`src/rtl/hz_pkg.sv`:
```
package hz_pkg;

    localparam int REG_W  = 5;
    localparam int N_OPND = 2;

    typedef logic [REG_W-1:0] reg_t;

    typedef struct packed {
        logic vld;
        logic we;
        reg_t dst;
    } prod_t;

    typedef enum logic [1:0] {
        SEL_RF  = 2'b00,
        SEL_WB  = 2'b01,
        SEL_MEM = 2'b10
    } opsel_e;

    // A producer is live only when it is real, writes, and does not target r0.
    function automatic logic prod_live(prod_t p);
        return p.vld && p.we && (p.dst != '0);
    endfunction

    function automatic logic prod_hits(prod_t p, reg_t src);
        return prod_live(p) && (p.dst == src);
    endfunction

endpackage

```
`src/rtl/hz_opsel.sv`:
```
module hz_opsel
    import hz_pkg::*;
(
    input  logic   fwd_en,
    input  reg_t   src,
    input  prod_t  p_mem,
    input  prod_t  p_wb,
    output opsel_e sel
);

    logic hit_mem;
    logic hit_wb;

    assign hit_mem = prod_hits(p_mem, src);
    assign hit_wb  = prod_hits(p_wb, src);

    // Newer result (memory stage) wins over the older one (writeback).
    always_comb begin
        sel = SEL_RF;
        if (fwd_en) begin
            if (hit_mem)     sel = SEL_MEM;
            else if (hit_wb) sel = SEL_WB;
        end
    end

    always_comb begin
        if (!fwd_en) begin
            p_no_bypass_off_r5: assert (sel == SEL_RF);
        end
        if (src == '0) begin
            p_zero_src_rf_r4: assert (sel == SEL_RF);
        end
        if (fwd_en && p_mem.vld && p_mem.we && p_mem.dst == src && src != '0) begin
            p_mem_first_r3: assert (sel == SEL_MEM);
        end
    end

endmodule

```
`src/rtl/hz_interlock.sv`:
```
module hz_interlock
    import hz_pkg::*;
(
    input  logic  ilk_en,
    input  reg_t  src_a,
    input  reg_t  src_b,
    input  prod_t p_ex,
    input  prod_t p_mem,
    output logic  hold
);

    logic [N_OPND-1:0] dep;
    reg_t              srcs [N_OPND];

    assign srcs[0] = src_a;
    assign srcs[1] = src_b;

    // Writeback is not compared: the register file is written before it is read.
    for (genvar g = 0; g < N_OPND; g++) begin : g_dep
        assign dep[g] = prod_hits(p_ex, srcs[g]) || prod_hits(p_mem, srcs[g]);
    end

    assign hold = ilk_en && (|dep);

    always_comb begin
        if (!ilk_en) begin
            p_no_hold_fwd_r8: assert (!hold);
        end
        if (!p_ex.vld && !p_mem.vld) begin
            p_idle_no_hold_r4: assert (!hold);
        end
    end

endmodule

```
`src/rtl/hz_flush.sv`:
```
module hz_flush (
    input  logic br_taken,
    input  logic hold_req,
    output logic stall,
    output logic flush_if,
    output logic flush_id,
    output logic flush_ex
);

    assign flush_if = br_taken;
    assign flush_id = br_taken;
    assign flush_ex = br_taken;
    assign stall    = hold_req && !br_taken;

    always_comb begin
        p_flush_group_r9: assert ($countones({flush_if, flush_id, flush_ex}) == 0 ||
                                  $countones({flush_if, flush_id, flush_ex}) == 3);
        if (flush_ex) begin
            p_flush_beats_stall_r10: assert (!stall);
        end
    end

endmodule

```
`src/rtl/hazard_ctl.sv`:
```
module hazard_ctl
    import hz_pkg::*;
(
    input  logic             fwd_mode,
    input  logic [REG_W-1:0] id_src_a,
    input  logic [REG_W-1:0] id_src_b,
    input  logic [REG_W-1:0] ex_src_a,
    input  logic [REG_W-1:0] ex_src_b,
    input  logic             ex_vld,
    input  logic             ex_we,
    input  logic [REG_W-1:0] ex_dst,
    input  logic             mem_vld,
    input  logic             mem_we,
    input  logic [REG_W-1:0] mem_dst,
    input  logic             wb_vld,
    input  logic             wb_we,
    input  logic [REG_W-1:0] wb_dst,
    input  logic             mem_br_taken,
    output logic [1:0]       opa_sel,
    output logic [1:0]       opb_sel,
    output logic             stall,
    output logic             flush_if,
    output logic             flush_id,
    output logic             flush_ex
);

    prod_t  p_ex;
    prod_t  p_mem;
    prod_t  p_wb;
    reg_t   ex_src [N_OPND];
    opsel_e sel    [N_OPND];
    logic   hold;

    assign p_ex  = '{vld: ex_vld,  we: ex_we,  dst: ex_dst};
    assign p_mem = '{vld: mem_vld, we: mem_we, dst: mem_dst};
    assign p_wb  = '{vld: wb_vld,  we: wb_we,  dst: wb_dst};

    assign ex_src[0] = ex_src_a;
    assign ex_src[1] = ex_src_b;

    for (genvar g = 0; g < N_OPND; g++) begin : g_opnd
        hz_opsel u_opsel (
            .fwd_en (fwd_mode),
            .src    (ex_src[g]),
            .p_mem  (p_mem),
            .p_wb   (p_wb),
            .sel    (sel[g])
        );
    end

    assign opa_sel = sel[0];
    assign opb_sel = sel[1];

    hz_interlock u_ilk (
        .ilk_en (!fwd_mode),
        .src_a  (id_src_a),
        .src_b  (id_src_b),
        .p_ex   (p_ex),
        .p_mem  (p_mem),
        .hold   (hold)
    );

    hz_flush u_flush (
        .br_taken (mem_br_taken),
        .hold_req (hold),
        .stall    (stall),
        .flush_if (flush_if),
        .flush_id (flush_id),
        .flush_ex (flush_ex)
    );

    always_comb begin
        if (fwd_mode) begin
            p_fwd_never_stall_r8: assert (!stall);
        end
        if (mem_br_taken) begin
            p_taken_no_stall_r10: assert (!stall && flush_if);
        end
    end

endmodule

```
`config.mk`:
```
export PLATFORM = sky130hd
export DESIGN_NAME = hazard_ctl
export DESIGN_NICKNAME = d
export VERILOG_FILES = /design/src/rtl/hz_pkg.sv /design/src/rtl/hz_opsel.sv /design/src/rtl/hz_interlock.sv /design/src/rtl/hz_flush.sv /design/src/rtl/hazard_ctl.sv
export SDC_FILE = /design/constraint.sdc
export NUM_CORES = 1
export LEC_CHECK = 0
export ABC_CLOCK_PERIOD_IN_PS = 3100
export BUFFER_PORTS_ARGS = -buffer_cell sky130_fd_sc_hd__buf_2
export CAP_MARGIN = 20
export CELL_PAD_IN_SITES_DETAIL_PLACEMENT = 1
export CELL_PAD_IN_SITES_GLOBAL_PLACEMENT = 2
export CORE_MARGIN = 2
export CORE_UTILIZATION = 21
export DETAILED_ROUTE_END_ITERATION = 10
export PLACE_DENSITY_LB_ADDON = 0.05
export SETUP_SLACK_MARGIN = 0.05
export SLEW_MARGIN = 20
export SYNTH_ARGS = -nofsm -noshare
export SYNTH_HDL_FRONTEND = slang
export SYNTH_SLANG_ARGS = --single-unit
```
`constraint.sdc`:
```
create_clock -name vclk -period 3.1
set_input_delay 0.62 -clock vclk [all_inputs]
set_output_delay 0.62 -clock vclk [all_outputs]
set_load 0.03 [all_outputs]
```
==> run_summary.xml <==
<?xml version="1.0" encoding="UTF-8"?>
<metrics>
  <group name="run_status">
    <metric name="outcome" unit="">complete, no violations</metric>
  </group>
  <group name="routing">
    <metric name="detail_route.first_pass.iterations" unit="">2</metric>
    <metric name="drc" unit="">0</metric>
    <metric name="antenna_left" unit="">0</metric>
    <metric name="vias_per_cell" unit="">4.48</metric>
    <metric name="detailedRoute.firstIterationViolations" unit="">7</metric>
    <metric name="finalWirelength" unit="microns">1960</metric>
    <metric name="routed_wire_length_per_instance" unit="microns">12.8</metric>
    <metric name="vias" unit="">685</metric>
  </group>
  <group name="setup_path">
    <metric name="start_kind" unit="">primary input</metric>
    <metric name="slowest_delay" unit="ns">0.54</metric>
    <metric name="path_cells" unit="">buf_2 -&gt; or4_4 -&gt; o211ai_2 -&gt; nor4_1 -&gt; nor4_2 -&gt; buf_2</metric>
    <metric name="end_kind" unit="">primary output</metric>
    <metric name="critical_path_peak_fanout" unit="">5</metric>
    <metric name="worst_ep_required_time" unit="ns">2.48</metric>
    <metric name="cp_data_arrival_time" unit="ns">2.12</metric>
    <metric name="worst_path_most_repeated_cell" unit="">sky130_fd_sc_hd__buf_2</metric>
    <metric name="worstSetupPathType" unit="">primary input to primary output</metric>
    <metric name="timing.critical_path.slowest_stage_cell" unit="">sky130_fd_sc_hd__or4_4</metric>
  </group>
  <group name="min_path">
    <metric name="holdCritPathClass" unit="">primary input to primary output</metric>
    <metric name="worst_hold_startpoint" unit="">mem_br_taken</metric>
    <metric name="worst_hold_path.num_cells" unit="">2</metric>
    <metric name="holdPathEnd" unit="">flush_if</metric>
  </group>
  <group name="finish">
    <metric name="drive_gt1_frac" unit="">0.451</metric>
    <metric name="clock_buffers" unit="">0</metric>
    <metric name="layout.area.seq" unit="sq um">0</metric>
    <metric name="antenna_cells" unit="">0</metric>
    <metric name="design_area" unit="sq um">838</metric>
    <metric name="multi_input_logic_area" unit="sq um">544</metric>
    <metric name="syn2layout_area_growth" unit="%">39.3</metric>
    <metric name="fin_nets" unit="">167</metric>
    <metric name="seq_cells" unit="">0</metric>
    <metric name="num-fill-cells" unit="">353</metric>
  </group>
  <group name="power">
    <metric name="vdd_drop_max" unit="uV">52.8</metric>
    <metric name="pwr_density_cell" unit="nW/um^2">137</metric>
    <metric name="switching_share" unit="">0.499</metric>
    <metric name="power_frac_comb" unit="">1.000</metric>
    <metric name="sequentialPowerShare" unit="">0</metric>
    <metric name="p_switching" unit="mW">0.0574</metric>
    <metric name="p_int" unit="mW">0.0576</metric>
    <metric name="power_frac_clock" unit="">0</metric>
    <metric name="p_leak" unit="nW">0.363</metric>
  </group>
  <group name="global_route">
    <metric name="track_usage" unit="">0.122</metric>
    <metric name="first_global_vias" unit="">689</metric>
    <metric name="grt_start_max_net_pins" unit="">6</metric>
    <metric name="grt_first_pass_wirelength" unit="microns">3310</metric>
    <metric name="antenna_found_initial" unit="">0</metric>
    <metric name="globalRoute.totalOverflow" unit="">0</metric>
  </group>
  <group name="floorplanning">
    <metric name="die_w" unit="microns">57.5</metric>
    <metric name="std_cell_rows" unit="">19</metric>
    <metric name="die-area" unit="sq um">3310</metric>
    <metric name="initial_utilization" unit="">0.220</metric>
    <metric name="die_height" unit="microns">57.5</metric>
    <metric name="ios" unit="">51</metric>
    <metric name="core_area" unit="sq um">2730</metric>
  </group>
  <group name="timing">
    <metric name="finalWorstSetupSlack" unit="ns">0.359</metric>
    <metric name="final-setup-viol-count" unit="">0</metric>
    <metric name="fin_crit_sh" unit="">0.884</metric>
    <metric name="timing.final.hold_violations" unit="">0</metric>
    <metric name="rsz_0062_raised_after_global_routing" unit="">no</metric>
    <metric name="max_freq" unit="GHz">0.365</metric>
    <metric name="worst_slew_pin_slew" unit="ns">0.430</metric>
    <metric name="max_slew_margin" unit="">0.711</metric>
    <metric name="finalSetupTns" unit="ns">0</metric>
    <metric name="timing.final.crit_period" unit="ns">2.74</metric>
    <metric name="maxSlewViolCount" unit="">0</metric>
  </group>
  <group name="yosys">
    <metric name="yosys_synthesis_warning_count" unit="">0</metric>
    <metric name="netlist.area_leader.share" unit="">0.407</metric>
    <metric name="post_synth_and_or_nand_nor_area_fraction" unit="">0.252</metric>
    <metric name="synth-xor-area-share" unit="">0.582</metric>
    <metric name="cell_type_with_the_largest_total_area_after_synthesis" unit="">sky130_fd_sc_hd__xnor2_1</metric>
    <metric name="synth_top_family_by_area" unit="">XOR/XNOR gates</metric>
    <metric name="synth.top_cells.by_area" unit="">sky130_fd_sc_hd__xnor2_1 41%, sky130_fd_sc_hd__xor2_1 17%, sky130_fd_sc_hd__nand3_1 5.8%</metric>
    <metric name="synth.yosys.seq_area_share" unit="">0</metric>
    <metric name="share_of_cell_area_taken_by_muxes_after_synthesis" unit="">0</metric>
    <metric name="ys_types" unit="">20</metric>
    <metric name="compound_gate_fraction_of_synth_area" unit="">0.0707</metric>
    <metric name="synth.avg_cell_area" unit="sq um">7.62</metric>
    <metric name="yosys.area_share.adder" unit="">0</metric>
    <metric name="synth_area" unit="sq um">602</metric>
    <metric name="syn_nets" unit="">122</metric>
    <metric name="synthCells" unit="">79</metric>
  </group>
  <group name="cts">
    <metric name="buffer_count_from_post_cts_setup_fixing" unit="">0</metric>
    <metric name="hold_buffer_count_at_cts" unit="">0</metric>
    <metric name="cts-resized-gates" unit="">0</metric>
  </group>
  <group name="place">
    <metric name="dpl_cell_area" unit="sq um">838</metric>
    <metric name="place.detailed.hpwl" unit="microns">1850</metric>
    <metric name="place.port_buffers" unit="">51</metric>
    <metric name="pre_cts_slack" unit="ns">0.329</metric>
    <metric name="gp_congestion" unit="">0.710</metric>
  </group>
  <group name="flow_run">
    <metric name="number_of_max_cap_violations" unit="">0</metric>
  </group>
</metrics>
[cell usage after synthesis]
cell,instances
sky130_fd_sc_hd__xor2_1,12
sky130_fd_sc_hd__xnor2_1,28
sky130_fd_sc_hd__buf_2,1
sky130_fd_sc_hd__nor2_1,1
sky130_fd_sc_hd__o22ai_1,2
sky130_fd_sc_hd__o2111ai_1,1
sky130_fd_sc_hd__clkbuf_1,2
sky130_fd_sc_hd__nand2_1,5
sky130_fd_sc_hd__buf_4,3
sky130_fd_sc_hd__buf_6,2
sky130_fd_sc_hd__nor4_2,1
sky130_fd_sc_hd__and2_2,1
sky130_fd_sc_hd__and2_1,1
sky130_fd_sc_hd__o211ai_2,1
sky130_fd_sc_hd__or4_1,3
sky130_fd_sc_hd__a22o_1,1
sky130_fd_sc_hd__nand3_1,7
sky130_fd_sc_hd__nor4_1,3
sky130_fd_sc_hd__nor3_1,3
sky130_fd_sc_hd__or4_4,1
[critical path: cells and delay by family]
kind / cells / cell delay (ns)
simple gates: 3 / 0.92
buf+inv: 2 / 0.38
compound gates: 1 / 0.21
[layout make-up]
cell class	instances	share of cell area
multi-input cells	71	0.649
well taps	31	0.0463
repair buffers	51	0.304
[routing by layer]
metal  up-vias  wire length [microns]  track usage  share of wire
met2        25                    942        0.201           0.48
met5         -                      0            0              0
li1        355                      -            -              -
met4         0                      0            0              0
met3         0                    135      0.00454          0.069
met1       305                    880        0.185           0.45
[kinds of logic after synthesis]
logic type,count (synthesis)
simple gates,26
xor+xnor,40
compound gates,5
buf+inv,8
[power by group through the flow]
stage               Combinational [mW]  Clock (mW)  Sequential, mW
floorplan                       0.0697           0               0
global placement                 0.117           0               0
detailed placement               0.117           0               0
CTS                              0.117           0               0
global route                     0.128           0               0
finish                           0.115           0               0
[cells in the final DEF, fill, tap and decap left out, types with 2 or more instances in the layout]
| cell | count |
|---|---|
| sky130_fd_sc_hd__nor3_1 | 3 |
| sky130_fd_sc_hd__xor2_1 | 12 |
| sky130_fd_sc_hd__or4_1 | 3 |
| sky130_fd_sc_hd__o22ai_1 | 2 |
| sky130_fd_sc_hd__nand3_1 | 7 |
| sky130_fd_sc_hd__xnor2_1 | 28 |
| sky130_fd_sc_hd__nand2_1 | 5 |
| sky130_fd_sc_hd__nor4_1 | 3 |
| sky130_fd_sc_hd__buf_2 | 51 |
[through the flow]
| stage | hold slack, ns | cells | power, mW | util |
|---|---|---|---|---|
| 2_1_floorplan | 1.37 | 79 | 0.0697 | - |
| 3_3_place_gp | 1.54 | 153 | 0.117 | 0.307 |
| 3_5_place_dp | 1.54 | 153 | 0.117 | 0.307 |
| 4_1_cts | 1.54 | 153 | 0.117 | 0.307 |
| 5_1_grt | 1.55 | 153 | 0.128 | 0.307 |
| 6_report | 1.54 | 153 | 0.115 | 0.307 |
[worst max-delay path by stage]
| stage | start | endpoint | slack [ns] | cells past startpoint |
|---|---|---|---|---|
| floorplan | mem_dst[2] | opa_sel[0] | 0.26 | 5 |
| global placement | mem_dst[0] | opb_sel[0] | 0.36 | 6 |
| detailed placement | mem_dst[0] | opb_sel[0] | 0.33 | 6 |
| CTS | mem_dst[0] | opb_sel[0] | 0.32 | 6 |
| global route | mem_dst[0] | opb_sel[0] | 0.25 | 6 |
| finish | mem_dst[0] | opb_sel[0] | 0.36 | 6 |
No activity file was read; power rests on OpenSTA's default activity.
